$ cat src/rtl/gp_timer_channel.sv
module gp_timer_channel #(
  parameter int W = 16
) (
  input  logic         clk,
  input  logic         rst_n,
  input  logic         dbg_halt,
  input  logic         cap_pin,
  input  logic [W-1:0] load_val,
  input  logic         ctl_we,
  input  logic         ctl_en,
  input  logic [1:0]   ctl_mode,
  input  logic [1:0]   ctl_edge,
  input  logic         ctl_freeze,
  input  logic         ctl_invert,
  output logic [W-1:0] count,
  output logic [W-1:0] cap_val,
  output logic         evt,
  output logic         lvl_out
);
  localparam logic [1:0] M_ONE = 2'd1;
  localparam logic [1:0] M_PER = 2'd2;
  localparam logic [1:0] M_CAP = 2'd3;
  localparam logic [W-1:0] ONE = W'(1);

  logic         en_q, frz_q, inv_q, run_q, evt_q;
  logic [1:0]   mode_q, edge_q;
  logic [W-1:0] cnt_q, cap_q;
  logic         s1, s2, s3;

  wire tick   = en_q && !(frz_q && dbg_halt);
  wire start  = ctl_we && ctl_en && !en_q;
  wire timer  = (mode_q == M_ONE) || (mode_q == M_PER);
  wire rise   = s2 && !s3;
  wire fall   = !s2 && s3;
  wire hit    = (edge_q == 2'd0) ? rise :
                (edge_q == 2'd1) ? fall :
                (edge_q == 2'd3) ? (rise || fall) : 1'b0;
  wire raw    = en_q && timer && (cnt_q <= (load_val >> 1));

  assign count   = cnt_q;
  assign cap_val = cap_q;
  assign evt     = evt_q;
  assign lvl_out = raw ^ inv_q;

  always_ff @(posedge clk or negedge rst_n) begin
    if (!rst_n) begin
      {s1, s2, s3} <= 3'b000;
    end else begin
      s1 <= cap_pin;
      s2 <= s1;
      s3 <= s2;
    end
  end

  always_ff @(posedge clk or negedge rst_n) begin
    if (!rst_n) begin
      en_q   <= 1'b0;
      mode_q <= 2'd0;
      edge_q <= 2'd0;
      frz_q  <= 1'b0;
      inv_q  <= 1'b0;
      run_q  <= 1'b0;
      evt_q  <= 1'b0;
      cnt_q  <= '0;
      cap_q  <= '0;
    end else begin
      evt_q <= 1'b0;
      if (ctl_we) begin
        en_q <= ctl_en;
        if (!en_q) begin
          mode_q <= ctl_mode;
          edge_q <= ctl_edge;
          frz_q  <= ctl_freeze;
          inv_q  <= ctl_invert;
        end
      end
      if (start) begin
        case (ctl_mode)
          M_ONE, M_PER: begin cnt_q <= load_val; run_q <= 1'b1; end
          M_CAP:        begin cnt_q <= '1;       run_q <= 1'b0; end
          default:      run_q <= 1'b0;
        endcase
      end else if (tick) begin
        if (timer && run_q) begin
          if (cnt_q == '0) begin
            evt_q <= 1'b1;
            if (mode_q == M_PER) cnt_q <= load_val;
            else                 run_q <= 1'b0;
          end else begin
            cnt_q <= cnt_q - ONE;
          end
        end else if (mode_q == M_CAP) begin
          cnt_q <= cnt_q - ONE;
        end
      end
      if (en_q && mode_q == M_CAP && hit) begin
        cap_q <= cnt_q;
        evt_q <= 1'b1;
      end
      if (ctl_we && !ctl_en) run_q <= 1'b0;
    end
  end
endmodule

$ cat config.mk
export PLATFORM = sky130hd
export DESIGN_NAME = gp_timer_channel
export DESIGN_NICKNAME = d
export VERILOG_FILES = /design/src/rtl/gp_timer_channel.sv
export SDC_FILE = /design/constraint.sdc
export NUM_CORES = 1
export LEC_CHECK = 0
export ABC_AREA = 1
export BUFFER_PORTS_ARGS = -buffer_cell sky130_fd_sc_hd__buf_2
export CAP_MARGIN = 5
export CORE_UTILIZATION = 60
export CTS_CLUSTER_DIAMETER = 60
export DETAILED_ROUTE_END_ITERATION = 7
export PLACE_DENSITY = 0.86
export SYNTH_ARGS = -nofsm -noshare
export SYNTH_HDL_FRONTEND = slang
export SYNTH_SLANG_ARGS = --single-unit
$ cat constraint.sdc
create_clock -name clk -period 2.62 [get_ports clk]
set_input_delay 0.262 -clock clk [delete_from_list [all_inputs] [get_ports clk]]
set_output_delay 0.262 -clock clk [all_outputs]
set_load 0.02 [all_outputs]
# Yosys cells after proc, flatten, opt, wreduce, memory -nomap -nowiden
# Cells that the tools add are included.
# W data, S select, Z words.
word_totals:
  regBits: 44
  input_bits: 28
  out_inout_bits: 34
  word_cells: 79
classes:
  addsub: 1
  order_cmp: 1
  eq_ne: 11
  muxes: 22
  bitwise_logic: 2
  reduce_logical: 30
ops:
  columns: ["op", "count"]
  rows:
  - ["$mux W16", 6]
  - ["$pmux W16 S2", 1]
  - ["$le A16 B15 Y1", 1]
  - ["$logic_not A16 Y1", 1]
  - ["$sub A16 B1 Y16 const B", 1]
  - ["$mux W1", 15]
  - ["$logic_and A1 B1 Y1", 12]
  - ["$reduce_bool A3 Y1", 4]
  - ["$eq A2 B2 Y1 const B", 5]
  - ["$reduce_and A4 Y1", 2]
  - ["$eq A2 B1 Y1 const B", 3]
  - ["$logic_not A1 Y1", 5]
  - ["$ne A4 B3 Y1 const B", 1]
  - ["$ne A3 B1 Y1 const B", 1]
  - ["$ne A3 B2 Y1 const B", 1]
  - ["$logic_not A2 Y1", 1]
  - ["$logic_or A1 B1 Y1", 2]
  - ["$reduce_and A2 Y1", 1]
  - ["$reduce_bool A2 Y1", 1]
  - ["$reduce_or A2 Y1", 1]
  - ["$not A1 Y1", 1]
  - ["$xor A1 B1 Y1", 1]

# Longest topological paths before layout
depth:
  word_depth: 8
  ltp_mapped: 15
  mapped_depth_nobuf: 15

# Worst setup path after synthesis
# No wires, ideal clock.
synth_timing:
  kind: "flip-flop to flip-flop"
  startpoint: "register cnt_q[0], in the netlist count[0]"
  endpoint: "register cnt_q[11], in the netlist count[11]"
  setup_ns: 0.117
  arrival_ns: 1.653
  required_time_ns: 2.503
  setup_slack_ns: 0.850
  stages_incl_launch_ff: 13
  n_path_buf: 1
  period_less_slack_ns: 1.770
  cell_sequence: "dfrtp_1 -> inv_1 -> ha_1 -> inv_1 -> nor2_1 -> nand2_1 -> nor2_2 -> nand4_1 -> nand2_2 -> buf_4 -> nand2_1 -> nand3_2 -> nand2_1"
synth_via:
  elab_chain_len: 5
  word_cells_on_any_way: 9
  classes_between: "add/sub: 1; eq/ne: 1; mux: 5; reduce/logical: 2"
synth_rtl:
  columns: ["element", "line", "text"]
  rows:
  - ["start: declaration", "27", "logic [W-1:0] cnt_q, cap_q;"]
  - ["start signal: assignment", "87", "if (mode_q == M_PER) cnt_q <= load_val;"]
  - ["start signal: assignment", "90", "cnt_q <= cnt_q - ONE;"]
  - ["start signal: assignment", "93", "cnt_q <= cnt_q - ONE;"]
  - ["$sub A16 B1 Y16 or $logic_not A16 Y1 (tied branches)", "90, 93, 85", null]
  - ["$mux W16 (on tied branches)", "92, 85", null]
  - ["$mux W16", "84", "if (timer && run_q) begin"]
  - ["$mux W16", "83", "end else if (tick) begin"]
  - ["$mux W16", "77", "if (start) begin"]
# Parallel ways exist; a longest one is shown, timed or not. The select of a mux whose other input is x is not followed.
# A chain may end at the register's enable or synchronous reset.

# Final worst setup path
layout_timing:
  startpoint: "register cnt_q[11], in the netlist count[11]"
  endpoint: "output lvl_out"
layout_via:
  elab_chain_len: 3
layout_rtl:
  columns: ["element", "line", "text"]
  rows:
  - ["$le A16 B15 Y1", "38", "wire raw = en_q && timer && (cnt_q <= (load_val >> 1));"]
  - ["$logic_and A1 B1 Y1", "38", null]
  - ["$xor A1 B1 Y1", "43", "assign lvl_out = raw ^ inv_q;"]
  - ["end: declaration", "18", "output logic lvl_out"]
# No other way between the ends.

==> results.md <==
* Outcome: complete, no violations
* Peak VDD IR at 0.592 mV
* Number of setup buffers added after CTS at 0
* Gp weighted congestion at ~0.96
* Fillers at between 400 and 500
* DIE AREA at 5280 um2
* Synthesis-stage register bit count at 44
* Fmax at about 430 MHz
* Final hold slack at 66.9 ps
* Crit path from: count[11]
* R2R cell count at 11
* Antenna diodes at 0
* Post-Route WL at just over 7 mm
* DP Wirelength at 5.49 mm
* Worst path arrival time at 2080 ps
* Max-slew headroom at 36.6%
* H-Tree Depth at 2
* Pin count of the biggest net entering global routing at 45
* Hold Vio Cnt, Final at 0
* Layout Nets at 529
* Pins over their slew limit at 0
* Overall die width at about 73 um
* Area Overhead vs Synth at 15.0%
* Slowest stage delay, CP at 470 ps
* Grt total ovfl at 0
* Commonest non-fill, non-tap cells in the layout: nand2_1, buf_2, inv_1, dfrtp_1, nand3_1
* Slew @ Worst Pin at ~950 ps
* Crit-path cells: ha_1, nand4_1, nor3_1, nand2_1, nand2_1, nand2_1, nand2_1, nand2_1, nand2_1, buf_2
* Finished Cell Area at 3450 um2
* Worst setup path category: reg -> out
* I/O pin total at 62
* Hold Path Depth at 1
* Longest Clk Path Bufs at 2
* Leakage power at ~1.9 nW
* Clock skew at about 4 ps
* Worst Slack Setup Final at 277 ps
* Die extent in y at 72.7 um
* Routed vias at 2928
* Placed cell areas at about 3300 um2
* Initial drt markers at 251
* Syn Area/Cell at 7.17 um2
* Total GRT Usage at between 20 and 30%
* Most frequent cell on the critical path: nand2_1
* Reg clk slew, reported paths at 80 ps
* WL/cell at 13.1 um
* Hold_buf cts at 0
* Post-Syn Nets at 468
* Power per standard cell area at approximately 1000 nW/um2
* Gate Count Post-Synth at 418
* # rows at 25
* Max-cap viol count at 0
* # setup viols final at 0
* Placeable Area at 4750 um2
* RSZ-0062 raised after global routing: no
* Hold Path Class: in -> reg
* Setup WS pre-CTS at 600 ps
* Yosys warns at 0
* Vias/cell at 5.35
* Worst skew pair latency at 300 ps
* Final TNS setup at 0 ps
* Synth unique cells at 30
* Worst setup EP type: primary output
* Post_cts resized at 0
* Register area share after synthesis at between 30% and 40%
* CP startpoint kind: register
* Clock sink count at between 40 and 50
* First-pass GRT wire length at 11.9 mm
* FF-to-FF Start: mode_q[1]
* Most common cell after layout, fill and taps aside: nand2_1
* Final min period at 2340 ps
* Critical path's top delay family: simple AND/OR/NAND/NOR gates
* Fin crit share at ~89%
* DRT Pass-1 Iters at 6
* CTS Buf Count at 5
* Initial antenna violation count at 0
* Root buf cell: clkbuf_8
* Detail Route Antenna Nets at 0
* Vias in the first global route at 2600
* CTS tree: done
* Starting Density at 63.0%
* Worst Path Required at 2360 ps
* Post-route DRC at 0
* Worst path buffer plus inverter count at 1
* Largest fanout on the critical path at 7
* Layout cells sized above 1 at 21.7%
* Worst path depth at 10
* Slowest CP cell: dfrtp_1
* Worst Hold Launch: cap_pin
* Mapped Area at 3000 um2
* I/O Buffers at 61
## power by group
group	switching (W)	internal, W	leakage, nW
sequential	0.000282	0.000904	0.550
clock	0.000227	0.000283	0.0552
combinational	0.00112	0.000561	1.34
## area by class of cell
type                       instances  area [um2]  area share [%]
timing repair buffer              62         313            9.08
tap                               67        83.8            2.43
clock buffer                       6        72.6            2.11
multi-input combinational        300        1590            46.2
inverter                          66         250            7.26
sequential                        44        1100            32.0
clock inverter                     2        35.0            1.02
## kinds of logic (layout without fill, tap and decap cells)
kind of cell / Yosys count / count (layout) / share of synthesized area, %
flops: 44 / 44 / 36.8
fa+ha+maj: 22 / 22 / 9.19
compound gates: 35 / 35 / 6.35
simple gates: 243 / 243 / 37.6
buf+inv: 74 / 136 / 10.1
## worst paths after layout
check | to | slack (ps)
max | lvl_out | 280
min in group asynchronous | count[14] | 110
max in group asynchronous | edge_q[0] | 1920
min | s1 | 70
max reg2reg | count[3] | 580
min reg2reg | s2 | 350
## through the flow
stage	util, %	power, W	std cells
after global placement	70.2	0.00280	539
after floorplan	-	0.00231	418
after CTS	72.5	0.00337	547
after detailed placement	70.2	0.00286	539
final	72.5	0.00337	547
after global routing	72.5	0.00364	547
## state kept, by name, summed over array words and instances (netlist names)
name	flops
run_q	1
s1	1
mode_q	2
s3	1
s2	1
cap_val	16
edge_q	2
en_q	1
evt	1
frz_q	1
inv_q	1
count	16
## cells in the mapped netlist
library cell | count | share of area (%)
nand2_4 | 2 | 0.75
o2111ai_1 | 1 | 0.29
nand3_1 | 34 | 5.7
buf_6 | 2 | 0.75
nand3_2 | 10 | 3.3
a21o_1 | 1 | 0.25
o211ai_1 | 1 | 0.25
inv_2 | 6 | 0.75
nor2_2 | 7 | 1.5
ha_1 | 22 | 9.2
nor3_1 | 3 | 0.50
nand3_4 | 1 | 0.58
or2_4 | 1 | 0.29
buf_4 | 2 | 0.50
or2_2 | 1 | 0.21
clkbuf_1 | 3 | 0.38
a21oi_2 | 1 | 0.29
nand2_2 | 3 | 0.63
nand2_1 | 142 | 18
dfrtp_1 | 44 | 37
buf_2 | 1 | 0.17
nand4_2 | 1 | 0.42
a211oi_1 | 1 | 0.25
inv_1 | 59 | 7.4
nand4_1 | 7 | 1.5
nor2_1 | 30 | 3.8
inv_4 | 1 | 0.21
a21oi_1 | 5 | 0.84
nor2_8 | 1 | 0.67
o21ai_0 | 25 | 4.2
## routing by layer
layer	global-route usage, %	vias up	share of wire (%)
met5	0	-	0
met4	11.5	0	2.1
met1	40.1	1355	46
li1	-	1437	-
met2	47.0	116	46
met3	5.52	20	6.4
Note: power is estimated with default switching activity, not from simulation.
